==> config.mk <==
export PLATFORM = sky130hd
export DESIGN_NAME = scan_machine
export DESIGN_NICKNAME = d
export VERILOG_FILES = /design/src/rtl/scan_pkg.sv /design/src/rtl/scan_rule_table.sv /design/src/rtl/scan_cell_array.sv /design/src/rtl/scan_head_reg.sv /design/src/rtl/scan_machine.sv
export SDC_FILE = /design/constraint.sdc
export NUM_CORES = 1
export LEC_CHECK = 0
export ABC_AREA = 1
export BUFFER_PORTS_ARGS = -buffer_cell sky130_fd_sc_hd__buf_2
export CAP_MARGIN = 20
export CORE_AREA = 10 10 125 127
export CTS_CLUSTER_DIAMETER = 50
export DETAILED_ROUTE_END_ITERATION = 10
export DIE_AREA = 0 0 135 137
export GPL_ROUTABILITY_DRIVEN = 0
export PLACE_DENSITY_LB_ADDON = 0.1
export SETUP_SLACK_MARGIN = 0.15
export SYNTH_ARGS = -nofsm -noshare
export SYNTH_HDL_FRONTEND = slang
export SYNTH_SLANG_ARGS = --single-unit
export TNS_END_PERCENT = 20
==> constraint.sdc <==
create_clock -name clk -period 2.3 [get_ports clk]
set_input_delay 0 -clock clk [delete_from_list [all_inputs] [get_ports clk]]
set_output_delay 0 -clock clk [all_outputs]
set_load 0.1 [all_outputs]
==> src/rtl/scan_pkg.sv <==
package scan_pkg;
  // Width of an index able to address n items, never below one bit.
  function automatic int idx_width(input int n);
    return (n < 2) ? 1 : $clog2(n);
  endfunction
endpackage

==> src/rtl/scan_rule_table.sv <==
module scan_rule_table #(
  parameter int AW = 5,
  parameter int DW = 5
) (
  input  logic          clk,
  input  logic          we,
  input  logic [AW-1:0] waddr,
  input  logic [DW-1:0] wdata,
  input  logic [AW-1:0] raddr,
  output logic [DW-1:0] rdata
);
  localparam int DEPTH = 1 << AW;

  logic [DW-1:0] mem [DEPTH];

  always_ff @(posedge clk) begin
    if (we) mem[waddr] <= wdata;
  end

  assign rdata = mem[raddr];
endmodule

==> src/rtl/scan_cell_array.sv <==
module scan_cell_array #(
  parameter int CELLS = 8,
  parameter int SW    = 3
) (
  input  logic             clk,
  input  logic             rst,
  input  logic             we,
  input  logic [SW-1:0]    addr,
  input  logic             wbit,
  output logic             rbit,
  output logic [CELLS-1:0] cells_q
);
  always_ff @(posedge clk) begin
    if (rst) cells_q <= '0;
    else if (we) cells_q[addr] <= wbit;
  end

  assign rbit = cells_q[addr];

  // untouched cells keep their value
  a_r2_only_scanned: assert property (@(posedge clk) disable iff (rst)
    (!$past(rst) && $past(we)) |->
      (((cells_q ^ $past(cells_q)) & ~(CELLS'(1) << $past(addr))) == '0));

  // scanned cell holds the written bit
  a_r3_write_lands: assert property (@(posedge clk) disable iff (rst)
    (!$past(rst) && $past(we)) |-> (cells_q[$past(addr)] == $past(wbit)));
endmodule

==> src/rtl/scan_head_reg.sv <==
module scan_head_reg #(
  parameter int CELLS = 8,
  parameter int SW    = 3
) (
  input  logic          clk,
  input  logic          rst,
  input  logic          step,
  input  logic [SW-1:0] next,
  output logic [SW-1:0] head_q,
  output logic          fault
);
  localparam logic [SW:0] LIMIT = (SW+1)'(CELLS);

  logic legal;
  assign legal = ({1'b0, next} < LIMIT);

  always_ff @(posedge clk) begin
    if (rst) begin
      head_q <= '0;
      fault  <= 1'b0;
    end else if (step) begin
      if (legal) head_q <= next;
      else       fault  <= 1'b1;
    end
  end

  // a legal next value is taken
  a_r4_head_follows: assert property (@(posedge clk) disable iff (rst)
    (!$past(rst) && $past(step) && $past(legal)) |-> (head_q == $past(next)));

  // illegal next holds the head, fault is sticky, head stays in range
  a_r8_illegal_holds: assert property (@(posedge clk) disable iff (rst)
    (!$past(rst) && $past(step) && !$past(legal)) |-> ($stable(head_q) && fault));

  a_r8_fault_sticky: assert property (@(posedge clk) disable iff (rst)
    (!$past(rst) && $past(fault)) |-> fault);

  a_r8_head_in_range: assert property (@(posedge clk) disable iff (rst)
    ({1'b0, head_q} < LIMIT));
endmodule

==> src/rtl/scan_machine.sv <==
module scan_machine #(
  parameter int CELLS = 8,
  localparam int SW   = scan_pkg::idx_width(CELLS),
  localparam int AW   = SW + 2,
  localparam int DW   = SW + 2
) (
  input  logic             clk,
  input  logic             rst,
  input  logic             run_en,
  input  logic             din,
  input  logic             cfg_we,
  input  logic [AW-1:0]    cfg_addr,
  input  logic [DW-1:0]    cfg_data,
  output logic             dout,
  output logic [SW-1:0]    head_q,
  output logic [CELLS-1:0] cells_q,
  output logic             fault
);
  logic          cell_bit;
  logic [AW-1:0] rule_idx;
  logic [DW-1:0] rule;
  logic [SW-1:0] rule_next;
  logic          rule_wbit;
  logic          rule_out;
  logic          cfg_take;

  assign cfg_take  = cfg_we && !run_en;
  assign rule_idx  = {head_q, din, cell_bit};
  assign rule_next = rule[DW-1:2];
  assign rule_wbit = rule[1];
  assign rule_out  = rule[0];

  scan_rule_table #(.AW(AW), .DW(DW)) u_table (
    .clk   (clk),
    .we    (cfg_take),
    .waddr (cfg_addr),
    .wdata (cfg_data),
    .raddr (rule_idx),
    .rdata (rule)
  );

  scan_cell_array #(.CELLS(CELLS), .SW(SW)) u_cells (
    .clk     (clk),
    .rst     (rst),
    .we      (run_en),
    .addr    (head_q),
    .wbit    (rule_wbit),
    .rbit    (cell_bit),
    .cells_q (cells_q)
  );

  scan_head_reg #(.CELLS(CELLS), .SW(SW)) u_head (
    .clk    (clk),
    .rst    (rst),
    .step   (run_en),
    .next   (rule_next),
    .head_q (head_q),
    .fault  (fault)
  );

  always_ff @(posedge clk) begin
    if (rst)         dout <= 1'b0;
    else if (run_en) dout <= rule_out;
  end

  // output is the table output bit of the previous step
  a_r5_dout_registered: assert property (@(posedge clk) disable iff (rst)
    (!$past(rst) && $past(run_en)) |-> (dout == $past(rule_out)));

  // paused machine holds all state
  a_r6_pause_holds: assert property (@(posedge clk) disable iff (rst)
    (!$past(rst) && !$past(run_en)) |->
      ($stable(head_q) && $stable(cells_q) && $stable(dout)));

  // reset leaves everything clear
  a_r1_reset_clear: assert property (@(posedge clk)
    $past(rst) |-> (head_q == '0 && cells_q == '0 && !dout && !fault));
endmodule

# Word level (Yosys, flattened, before mapping)
# Memories as Yosys holds them, arrays and structs flattened.
# Cells that the tools add are included.
# totals
romBits,0
ramBits,160
out_inout_bits,13
input_bits,15
mem_count,1
register_bits,12
latch_bits,0
word_cells,16
# memory_table
name,words,word_bits,rd,rd_clocked_by_memory_dff,wr,line,text
u_table.mem,32,5,1,0,1,scan_rule_table.sv:14,logic [DW-1:0] mem [DEPTH];
# op_classes
order_cmp,2
reduce_logical,3
eq_ne,0
n_mux,7
shifts,0
addsub,0
n_mul,0
bitwise_logic,0
div_mod_pow,0
# ops
cell,n
$bwmux 8,1
$lt 3x4->1 const B,1
$mux 1,4
$bmux 1 s3,1
$demux 1 s3,1
$ge 3x1->1 const B,1
$logic_and 1x1->1,2
$logic_not 1->1,1

# Depth between registers and ports, before layout
# Gate-level depths: netlist of run 1.
# depth
depth_word,5
mapped_depth,17
mapped_depth_nobuf,16

# Cells and area by module
# A second synthesis of run 1 with hierarchy kept.
# hier_totals
cells_unflattened,706
hier_area_um2,7393.3
# modules_own_cells
module,area_each_um2,n_inst,cells_per_inst,seq_area_each_um2
scan_rule_table,6696.4,1,590,4804.6
scan_cell_array,513.0,1,86,160.2
scan_head_reg,131.4,1,21,60.1
scan_machine,52.6,1,9,20.0

# Worst setup path after synthesis of run 1
# OpenSTA, ideal clock, no wires.
# synth_path
path_type,flip-flop to flip-flop
startpoint,register u_head.head_q[0]
endpoint,register u_cells.cells_q[5]
path_slack_ns,-0.231
stages_incl_launch_ff,18
required_ns,2.176
path_buffers,2
setup_time_ns,0.124
synth_period_minus_slack_ns,2.531
arrival_ns,2.407
cell_sequence,dfxtp_1 > buf_6 > nand2_1 > nand2_1 > nand2_1 > nand2_1 > nand2_2 > nand2_4 > buf_8 > nand2_1 > nand3_1 > nand2_1 > nand2_1 > nand2_1 > clkinv_1 > nand2_2 > nor2_8 > a21oi_2
# synth_between
elab_chain_cells,5
word_cells_on_any_way,9
classes_between,order compare (2); mux (5); reduce/logical (1); memory (1)
# synth_rtl
item,line,text
"start, declared",scan_head_reg.sv:9,"output logic [SW-1:0] head_q,"
"start signal, assigned",scan_head_reg.sv:22,if (legal) head_q <= next;
"parallel branches: the longest is 4 deep, another holds $mem_v2 32x5",-,
$bwmux 8 (*),scan_cell_array.sv:15,else if (we) cells_q[addr] <= wbit;
"end signal, assigned by index",scan_cell_array.sv:15,
"end, declared",scan_cell_array.sv:11,output logic [CELLS-1:0] cells_q
# Every way passes the cells marked *. The select of a mux whose other input is x is not followed.
# A chain may end at the register's enable or synchronous reset.

# Final worst setup path of run 1
# layout_path
startpoint,register u_head.head_q[0]
endpoint,register u_head.head_q[2]
# layout_between
elab_chain_cells,3
# layout_rtl
item,line,text
$bmux 1 s3,scan_cell_array.sv:18,assign rbit = cells_q[addr];
$mux 1 (not written as such),scan_cell_array.sv:18,
$mem_v2 32x5 (*),-,
# Every way passes the cells marked *; elsewhere a longest branch is shown, timed or not. The select of a mux whose other input is x is not followed.

==> flow_metrics.py, run 1 <==
metrics = {
    "place": {
        "post-place-ws_ps": 57.66,
        "portBuffers": 26,
        "dpl.hpwl_um": 11280,
    },
    "sta": {
        "fin_skew_ps": 4.362,
        "finalSetupTns_ps": 0,
        "finalCritPeriodShare_pct": 88.67,
        "relSlewSlack_pct": 54.80,
        "fmax_mhz": 490.3,
        "timing.final.hold_violations": 0,
        "setup_viol": 0,
        "period_minus_slack_ps": 2039,
        "timing.final.ws_setup_ps": 260.6,
        "slew_viol_final": 0,
        "rsz0062_at_grt": "yes",
        "tightest_slew_ps": 678.0,
    },
    "worst_hold_path": {
        "hp-class": "input pin to flop",
        "hold_start": "cfg_data[1]",
    },
    "cts": {
        "insertion_delay_ps": 430,
        "cts_tree": "done",
        "clock_path_buffers": 2,
        "cts_htree_levels": 4,
        "clkSlewWorstSetupHoldPaths_ps": 60,
        "cts.sinks": 172,
        "clockRootBuffer": "clkbuf_16",
        "cts_buffers": 17,
    },
    "detailed_routing": {
        "route.detailed.drc": 0,
        "ant_nets": 0,
        "drtPass1Iterations": 7,
        "via_count": 5393,
        "routed_wl_um": 18240,
        "detail_route.wl_per_cell_um": 19.22,
        "drt_iter0_markers": 614,
        "vias_per_cell": 5.683,
    },
    "critical_path": {
        "reg2reg_from": "u_head.head_q[0]",
        "reg2reg_depth": 17,
        "cp-endpoint": "u_head.head_q[2]",
        "worstSetupPathType": "flop to flop",
        "r2r_slack_ps": 260,
        "r2r-end": "u_head.head_q[2]",
        "start_kind": "flop",
        "arrival_ps": 2400,
        "crit_fanout": 7,
        "crit_path_start": "u_head.head_q[0]",
        "cp.required_ps": 2660,
        "endpoint_kind": "flop",
    },
    "power": {
        "leakage_nw": 3.385,
        "max-vdd-ir-drop_v": 0.0004850,
        "powerDensity_mw_per_mm2": 834.6,
        "combPwrFrac_pct": 14.0,
        "p_sw_share_pct": 26.59,
        "seqPwrFrac_pct": 47.8,
        "intPower_mw": 5.355,
        "p_sw_mw": 1.939,
        "clock_power_share_pct": 38.2,
    },
    "synthesis": {
        "synth.largest_area_cell": "edfxtp_1",
        "synth_seq_cells": 172,
        "synth_area_leaders": "edfxtp_1 62%, nand3_1 6.2%, nand2_1 5.7%",
        "async_reset_ff_share_pct": 0,
        "synth_edf_count": 160,
        "syn_nets": 734,
        "synth_cell_types": 29,
        "synth_commonest_cells": "160 x edfxtp_1, 116 x nand2_1, 95 x inv_1, 95 x nand3_1, 58 x nor2_1",
        "ys_warn_count": 0,
        "synthCells": 719,
        "syn-cell-area_mm2": 0.007695,
        "synth_top_flop_cell": "edfxtp_1",
        "synth.avg_cell_area_um2": 10.70,
        "synth_most_common_cell": "edfxtp_1",
        "seq_area_frac_synth_pct": 65.56,
        "synth_top_area_share_pct": 62.44,
    },
    "grt": {
        "grt.busiest_layer": "met2",
        "use_met2_pct": 31.95,
        "grt_pass1_wl_um": 28230,
        "grt_start_max_net_pins": 40,
        "gr-usage-all-layers_pct": 20.09,
        "overflow": 0,
        "met3_usage_pct": 3.959,
        "met1_usage_pct": 26.09,
        "antenna_found_initial": 0,
        "grt_pass1_vias": 5169,
    },
    "floorplan": {
        "coreArea_mm2": 0.01309,
        "initial_core_util_pct": 58.81,
        "fp.dieArea_mm2": 0.01850,
        "die_h_um": 137,
        "io_pins": 28,
        "row_count": 42,
        "die_x_um": 135,
    },
    "run_status": {
        "outcome": "finished, final reports clean",
    },
    "cells_and_area": {
        "final_nets": 775,
        "diodes": 0,
        "area_delta_synth_final_pct": 13.58,
        "drive_gt1_share_pct": 16.43,
    },
    "flow_run": {
        "maxCapViolCount": 0,
    },
}
area by class of cell:
type | count | area, µm²
Clock buffer | 18 | 429.2
Clock inverter | 14 | 146.4
Fill cell | 980 | 4345
Inverter | 98 | 370.4
Multi-Input combinational cell | 416 | 2078
Sequential cell | 172 | 5061
Tap cell | 176 | 220.2
Timing Repair Buffer | 55 | 434.2
placed cells by master, fill, tap and decap left out, types with 4 or more instances in the layout:
| cell | instances |
|---|---|
| buf_12 | 5 |
| edfxtp_1 | 160 |
| a21oi_1 | 37 |
| nand2_1 | 115 |
| buf_2 | 26 |
| o21ai_0 | 39 |
| o21ai_1 | 8 |
| nor2_1 | 58 |
| clkinvlp_4 | 5 |
| nand3b_1 | 28 |
| dfxtp_2 | 10 |
| nand3_1 | 94 |
| buf_4 | 18 |
| inv_1 | 94 |
| clkbuf_16 | 17 |
| a21oi_2 | 11 |
| o211ai_1 | 4 |
| or2_2 | 6 |
metrics by stage:
stage               total power [mW]  util (%)  instances  hold slack (ps)  area, µm²
floorplan                      4.241         -        719            98.87       7709
global placement               4.459     60.97        905            394.4       7978
detailed placement             4.478     60.97        905            403.5       7978
CTS                            7.241     65.65        939            148.7       8591
global route                   7.541     66.79        949            162.9       8740
finish                         7.294     66.79        949            132.2       8740
sequential cells by signal, summed over array words and instances, names as in the netlist:
name             flops
u_cells.cells_q      8
u_head.head_q        3
u_table.mem        160
dout                 1
logic make-up (layout without fill, tap and decap cells):
| kind of cell | after synthesis | in the layout | synth area share, % |
|---|---|---|---|
| and+or+nand+nor | 314 | 315 | 19.07 |
| AOI/OAI and AO/OA | 100 | 100 | 7.073 |
| buffers and inverters | 132 | 185 | 8.244 |
| other | 1 | 1 | 0.04873 |
| DFF | 172 | 172 | 65.56 |
worst min path at each step:
stage,depth (start not counted),slack (ps),end
final,1,130,u_table.mem[10][1]
after global placement,3,390,u_head.head_q[0]
after CTS,1,150,u_table.mem[25][3]
after floorplan,0,100,u_table.mem[0][0]
after detailed placement,3,400,u_head.head_q[0]
after global routing,1,160,u_table.mem[11][1]
routing by layer:
layer  wire length (µm)  vias to the layer above
met4                569                        0
met3               1368                       41
li1                   -                     2529
met1               7692                     2558
met2               8608                      265
met5                  0                        -
worst max-delay path, cell delays in order (launching register included):
cell     delay (ps)
dfxtp_4         390
inv_4            60
nand2_1          70
nand2_1          60
nand2_1          70
nand2_2          70
nand2_4         110
nand2_8         100
buf_4           160
inv_1           150
nand2_1          70
nand3_1          70
nand2_1          50
a21oi_1         260
nor2_1           90
nand2_1          70
nor2_1           40
nor2_1           70
timing repair:
| action | 4_1_cts | 5_1_grt |
|---|---|---|
| setup endpoints to repair | 8 | 12 |
| cloned | 0 | 1 |
| pin swaps | 0 | 9 |
| buffers inserted | 0 | 9 |
| hold buffers | 2 | 0 |
| endpoints found under the hold margin | 7 | 0 |
| resized for setup | 3 | 21 |
power by group through the flow:
stage          logic [mW]  clock network [mW]  registers [mW]
2_1_floorplan       0.580                   0            3.66
3_3_place_gp        0.909                   0            3.55
3_5_place_dp        0.927                   0            3.55
4_1_cts             0.941                2.82            3.48
5_1_grt              1.11                2.94            3.49
6_report             1.02                2.79            3.49
Power figures use the tool's default switching activity.
==> run 2: changes to the inputs <==
Settings changed: CORE_AREA 10 10 125 127 to 10 10 129 131, DIE_AREA 0 0 135 137 to 0 0 139 141.
Clock period 2.3 ns to 1.6 ns, I/O delays scaled along.
==> run 2 against run 1 <==
  * The run now ends with setup timing left
  * Critical path type unchanged
  * Non-clock buffer count is 54 higher
  * Critical path depth stayed put
  * Global-route usage is 0.086 points higher
  * Routed wire length is 7.9% higher
  * Core utilization is 0.24 points lower
  * Register-to-register slack worse by 750 ps
  * Cell area is 8.2% higher
  * Largest power group unchanged
  * Clock power is 49% higher
  * Sequential share of layout area is 4.2 points lower
  * Clock skew is 2.6 ps higher
==> flow_metrics.py, run 2 (same netlist as run 1, synthesis figures left out) <==
metrics = {
    "critical_path": {
        "worstSetupPathType": "flop to flop",
        "cp-endpoint": "dout",
        "cp.required_ps": 1960,
        "reg2reg_depth": 17,
        "endpoint_kind": "flop",
        "crit_fanout": 7,
        "crit_path_start": "u_head.head_q[0]",
        "arrival_ps": 2460,
        "r2r_slack_ps": -490,
        "reg2reg_from": "u_head.head_q[0]",
        "r2r-end": "dout",
        "start_kind": "flop",
    },
    "sta": {
        "period_minus_slack_ps": 2094,
        "relSlewSlack_pct": 53.53,
        "rsz0062_at_grt": "yes",
        "timing.final.hold_violations": 0,
        "setup_viol": 12,
        "hold-worst-slack_ps": 23.51,
        "timing.final.ws_setup_ps": -494.0,
        "tightest_slew_ps": 697.1,
        "slew_viol_final": 0,
        "fin_skew_ps": 6.999,
        "finalCritPeriodShare_pct": 130.9,
        "fmax_mhz": 477.6,
    },
    "power": {
        "leakage_nw": 3.752,
        "max-vdd-ir-drop_v": 0.0007505,
        "powerDensity_mw_per_mm2": 1162,
    },
    "detailed_routing": {
        "via_count": 5716,
        "route.detailed.drc": 0,
        "drtPass1Iterations": 5,
        "ant_nets": 0,
        "detail_route.wl_per_cell_um": 19.46,
        "drt_iter0_markers": 604,
        "routed_wl_um": 19680,
        "vias_per_cell": 5.654,
    },
    "floorplan": {
        "initial_core_util_pct": 54.18,
        "row_count": 44,
        "die_h_um": 141,
        "coreArea_mm2": 0.01420,
        "fp.dieArea_mm2": 0.01960,
        "io_pins": 28,
        "die_x_um": 139,
    },
    "cells_and_area": {
        "final_cell_mix": "160 x edfxtp_1, 105 x nand2_1, 94 x inv_1",
        "layout.cells.most_common": "edfxtp_1",
        "final_nets": 829,
        "diodes": 0,
        "largest_reg_flops": 160,
        "drive_gt1_share_pct": 25.76,
        "top_register": "u_table.mem",
        "postLayoutCellArea_mm2": 0.009453,
        "reg.largest.list": "u_table.mem: 160 flops, u_cells.cells_q: 8 flops, u_head.head_q: 3 flops",
        "area_delta_synth_final_pct": 22.85,
    },
    "flow_run": {
        "maxCapViolCount": 0,
    },
    "grt": {
        "antenna_found_initial": 0,
        "grt_pass1_wl_um": 30970,
        "gr-usage-all-layers_pct": 20.18,
        "overflow": 0,
        "grt_start_max_net_pins": 37,
        "grt_pass1_vias": 5683,
    },
    "run_status": {
        "outcome": "complete, but fails checks",
        "violations": "setup timing",
    },
    "cts": {
        "cts_tree": "done",
        "cts.sinks": 172,
        "clockRootBuffer": "clkbuf_16",
        "clkSlewWorstSetupHoldPaths_ps": 70,
        "cts_buffers": 17,
        "cts_htree_levels": 4,
        "clock_path_buffers": 2,
        "insertion_delay_ps": 420,
    },
    "worst_hold_path": {
        "hp-class": "input pin to flop",
    },
    "place": {
        "dpl.hpwl_um": 12020,
        "post-place-ws_ps": -523.4,
        "placed_cell_area_mm2": 0.008363,
        "portBuffers": 26,
    },
}
## run 2: cell count changes in the layout (fill, tap and decap cells not counted), sizes merged
| cell | delta |
|---|---|
| bufbuf | +1 |
| clkbuf | +2 |
| bufinv | +1 |
| clkinvlp | -3 |
| buf | +53 |
| clkinv | -3 |
| inv | +3 |
## run 2: layout make-up
class,instances,area (µm²)
inverter,98,372.9
sequential,172,5081
fill,1077,4751
tap,184,230.2
clock buffer,20,436.7
clock inverter,12,162.7
multi-input combinational,416,2192
timing repair buffer,109,977.2
## run 2: critical path, stage by stage, from the launching register on
cell     delay (ps)
dfxtp_4         400
inv_6            50
nand2_2          60
nand2_1          60
nand2_1          80
nand2_2          70
nand2_4         110
nand2_8          90
buf_12          160
buf_4           140
buf_4           150
a21oi_1         170
o21ai_2          80
nand3_2         110
nand3_2          80
nand2_1          80
nor2_2           40
nor2_1           80
## run 2: per-layer routing
metal	vias to the layer above	track usage, %	part of all wire, %
li1	2642	-	-
met1	2824	26.60	44
met2	221	32.50	48
met4	0	7.359	2.2
met5	-	0	0
met3	29	3.930	6.4
## run 2: how the worst min path moves through the flow
stage                 from                end  slack, ps  depth (start not counted)
2_1_floorplan  cfg_data[0]  u_table.mem[0][0]        100                          0
3_3_place_gp        run_en               dout        410                          3
3_5_place_dp        run_en   u_head.head_q[0]        410                          3
4_1_cts                rst   u_head.head_q[1]         10                          4
5_1_grt                rst   u_head.head_q[1]         40                          4
6_report               rst   u_head.head_q[1]         20                          4
## run 2: timing repair
item                                    in CTS  in global routing
endpoints found under the setup margin      12                 12
hold endpoints to repair                     3                  0
pin swaps                                   32                  9
cloned                                       5                  0
setup buffers                               12                  0
gates resized for setup                     60                 14
hold buffers                                 2                  0
## run 2: per-stage QoR
| step | cells | power [mW] | setup TNS [ps] | util (%) |
|---|---|---|---|---|
| 2_1_floorplan | 719 | 6.088 | -4048 | - |
| 3_3_place_gp | 960 | 6.495 | -5151 | 58.88 |
| 3_5_place_dp | 960 | 6.525 | -5793 | 58.88 |
| 4_1_cts | 1011 | 10.96 | -4913 | 66.27 |
| 5_1_grt | 1011 | 11.34 | -6361 | 66.55 |
| 6_report | 1011 | 10.98 | -5111 | 66.55 |
## run 2: report_power, final
part | total [mW] | switching, mW | leakage, nW | internal (mW)
Combinational | 1.81 | 1.15 | 1.92 | 0.666
Clock | 4.17 | 1.69 | 0.286 | 2.48
Sequential | 5.00 | 0.0369 | 1.54 | 4.96
Total | 11.0 | 2.88 | 3.75 | 8.10
==> run 3: changes to the inputs <==
Settings changed: CORE_AREA 10 10 129 131 to 10 10 184 186, DIE_AREA 0 0 139 141 to 0 0 194 196, PLACE_DENSITY_LB_ADDON 0.1 to unset.
==> run 3 against run 2 <==
  * The run still ends with setup timing left
  * Critical path depth shrank 1
  * Largest cell class unchanged
  * Final cell count grew 21%
  * Cell area grew 2.1%
  * Clock-buffer cell count shrank 3
==> flow_metrics.py, run 3 (same netlist as run 1, synthesis figures left out) <==
metrics = {
    "cts": {
        "cts_tree": "done",
        "clock_path_buffers": 2,
        "cts.sinks": 172,
        "cts_buffers": 17,
        "insertion_delay_ps": 430,
        "clockRootBuffer": "clkbuf_16",
        "cts_htree_levels": 4,
        "clkSlewWorstSetupHoldPaths_ps": 70,
    },
    "cells_and_area": {
        "final_util_pct": 31.90,
        "final_cell_mix": "160 x edfxtp_1, 105 x nand2_1, 93 x inv_1",
        "final_nets": 824,
        "drive_gt1_share_pct": 24.82,
        "area_delta_synth_final_pct": 25.48,
        "layout.cells.most_common": "edfxtp_1",
        "top_register": "u_table.mem",
        "multi_input_area_mm2": 0.002180,
        "reg.largest.list": "u_table.mem: 160 flops, u_cells.cells_q: 8 flops, u_head.head_q: 3 flops",
        "largest_reg_flops": 160,
        "fillers": 3063,
        "regArea_mm2": 0.005081,
    },
    "flow_run": {
        "maxCapViolCount": 0,
    },
    "run_status": {
        "violations": "setup timing",
        "outcome": "complete, but fails checks",
    },
    "critical_path": {
        "reg2reg_depth": 16,
        "cp_top_family": "simple AND/OR/NAND/NOR gates",
        "r2r_slack_ps": -460,
        "max_stage_delay_ps": 370,
        "endpoint_kind": "flop",
        "reg2reg_from": "u_head.head_q[0]",
        "cp_common_cell": "nand2_2",
        "crit_fanout": 8,
        "worstPathCellList": "inv_4, nand2_2, nand2_2, nand2_2, nand2_2, nand2_4, nand2_8, buf_6, clkinvlp_4, buf_6, o21ai_2, a21oi_2, nor2_1, nand2_1, nor2_2, nor2_1",
        "cpMaxStageDelayCell": "dfxtp_4",
        "worstPathBufferInverterCount": 4,
        "arrival_ps": 2380,
        "r2r-end": "dout",
        "worstSetupPathType": "flop to flop",
        "cp.required_ps": 1920,
        "start_kind": "flop",
    },
    "detailed_routing": {
        "detail_route.wl_per_cell_um": 16.33,
        "drtPass1Iterations": 5,
        "route.detailed.drc": 0,
        "routed_wl_um": 19940,
        "drt_iter0_markers": 487,
        "vias_per_cell": 4.460,
        "ant_nets": 0,
        "via_count": 5446,
    },
    "sta": {
        "fmax_mhz": 486.6,
        "setup_viol": 12,
        "period_minus_slack_ps": 2055,
        "timing.final.ws_setup_ps": -455.1,
        "slew_viol_final": 0,
        "rsz0062_at_grt": "yes",
        "relSlewSlack_pct": 51.29,
        "finalSetupTns_ps": -4650,
        "fin_skew_ps": 8.971,
        "tightest_slew_ps": 730.7,
        "timing.final.hold_violations": 0,
        "finalCritPeriodShare_pct": 128.4,
    },
    "place": {
        "dpl.hpwl_um": 12650,
        "portBuffers": 26,
    },
    "worst_hold_path": {
        "holdPathEnd": "u_table.mem[1][1]",
        "hold_start": "cfg_data[1]",
        "hp-class": "input pin to flop",
        "hold_depth": 1,
    },
    "grt": {
        "antenna_found_initial": 3,
        "grt_pass1_vias": 5316,
        "overflow": 0,
        "grt_pass1_wl_um": 30640,
        "use_met2_pct": 16.20,
        "met3_usage_pct": 3.035,
        "grt.busiest_layer": "met2",
        "met1_usage_pct": 13.77,
        "gr-usage-all-layers_pct": 10.37,
        "grt_start_max_net_pins": 37,
    },
    "power": {
        "leakage_nw": 3.704,
        "max-vdd-ir-drop_v": 0.0008351,
        "total_power_mw": 10.77,
        "powerDensity_mw_per_mm2": 1115,
    },
    "floorplan": {
        "io_pins": 28,
        "row_count": 64,
        "initial_core_util_pct": 25.42,
        "die_x_um": 194,
        "die_h_um": 196,
        "fp.dieArea_mm2": 0.03802,
        "coreArea_mm2": 0.03027,
    },
}
[run 3: what timing repair did]
action,CTS,global route
cloned,3,0
setup buffers,9,1
hold buffers,1,1
endpoints found under the hold margin,2,1
pin swaps,33,19
gates resized for setup,63,13
setup endpoints to repair,12,12
[run 3: area by class of cell]
cell class	instances	share of cell area [%]
Inverter	98	3.875
Tap cell	396	5.132
Sequential cell	172	52.62
Multi-Input combinational cell	416	22.57
Antenna cell	3	0.07775
Clock buffer	17	4.406
Clock inverter	15	1.412
Timing Repair Buffer	104	9.900
[run 3: power by group]
group | internal (mW) | leakage [nW] | switching, mW
Clock | 2.16 | 0.259 | 1.80
Sequential | 4.96 | 1.54 | 0.0377
Combinational | 0.677 | 1.90 | 1.13
[run 3: worst reg2reg max path, delay by kind of cell (launching register included)]
family,cells,cell delay [ps]
buf+inv,4,560
flops,1,370
simple gates,10,810
compound gates,2,230
[run 3: worst max-delay path by stage]
stage	end	slack (ps)	depth (start not counted)	from
finish	dout	-460	16	u_head.head_q[0]
global route	u_head.head_q[1]	-550	17	u_head.head_q[0]
CTS	u_head.head_q[1]	-390	17	u_head.head_q[0]
detailed placement	u_cells.cells_q[1]	-570	13	u_head.head_q[0]
global placement	u_cells.cells_q[1]	-560	13	u_head.head_q[0]
floorplan	u_cells.cells_q[0]	-350	15	u_head.head_q[0]
[run 3: routing by layer]
layer	routed length (µm)	vias to the layer above
met5	0	-
met4	148	0
met3	1520	12
met2	9231	179
met1	9041	2619
li1	-	2636
[run 3: stage by stage]
stage	setup slack, ps	hold WS [ps]	cell area, µm²	instances
floorplan	-348.3	98.87	7731	719
global placement	-561.3	451.2	8658	1171
detailed placement	-565.4	452.9	8658	1171
CTS	-392.5	2.655	9589	1216
global route	-545.9	143.3	9651	1219
finish	-455.1	132.5	9656	1221
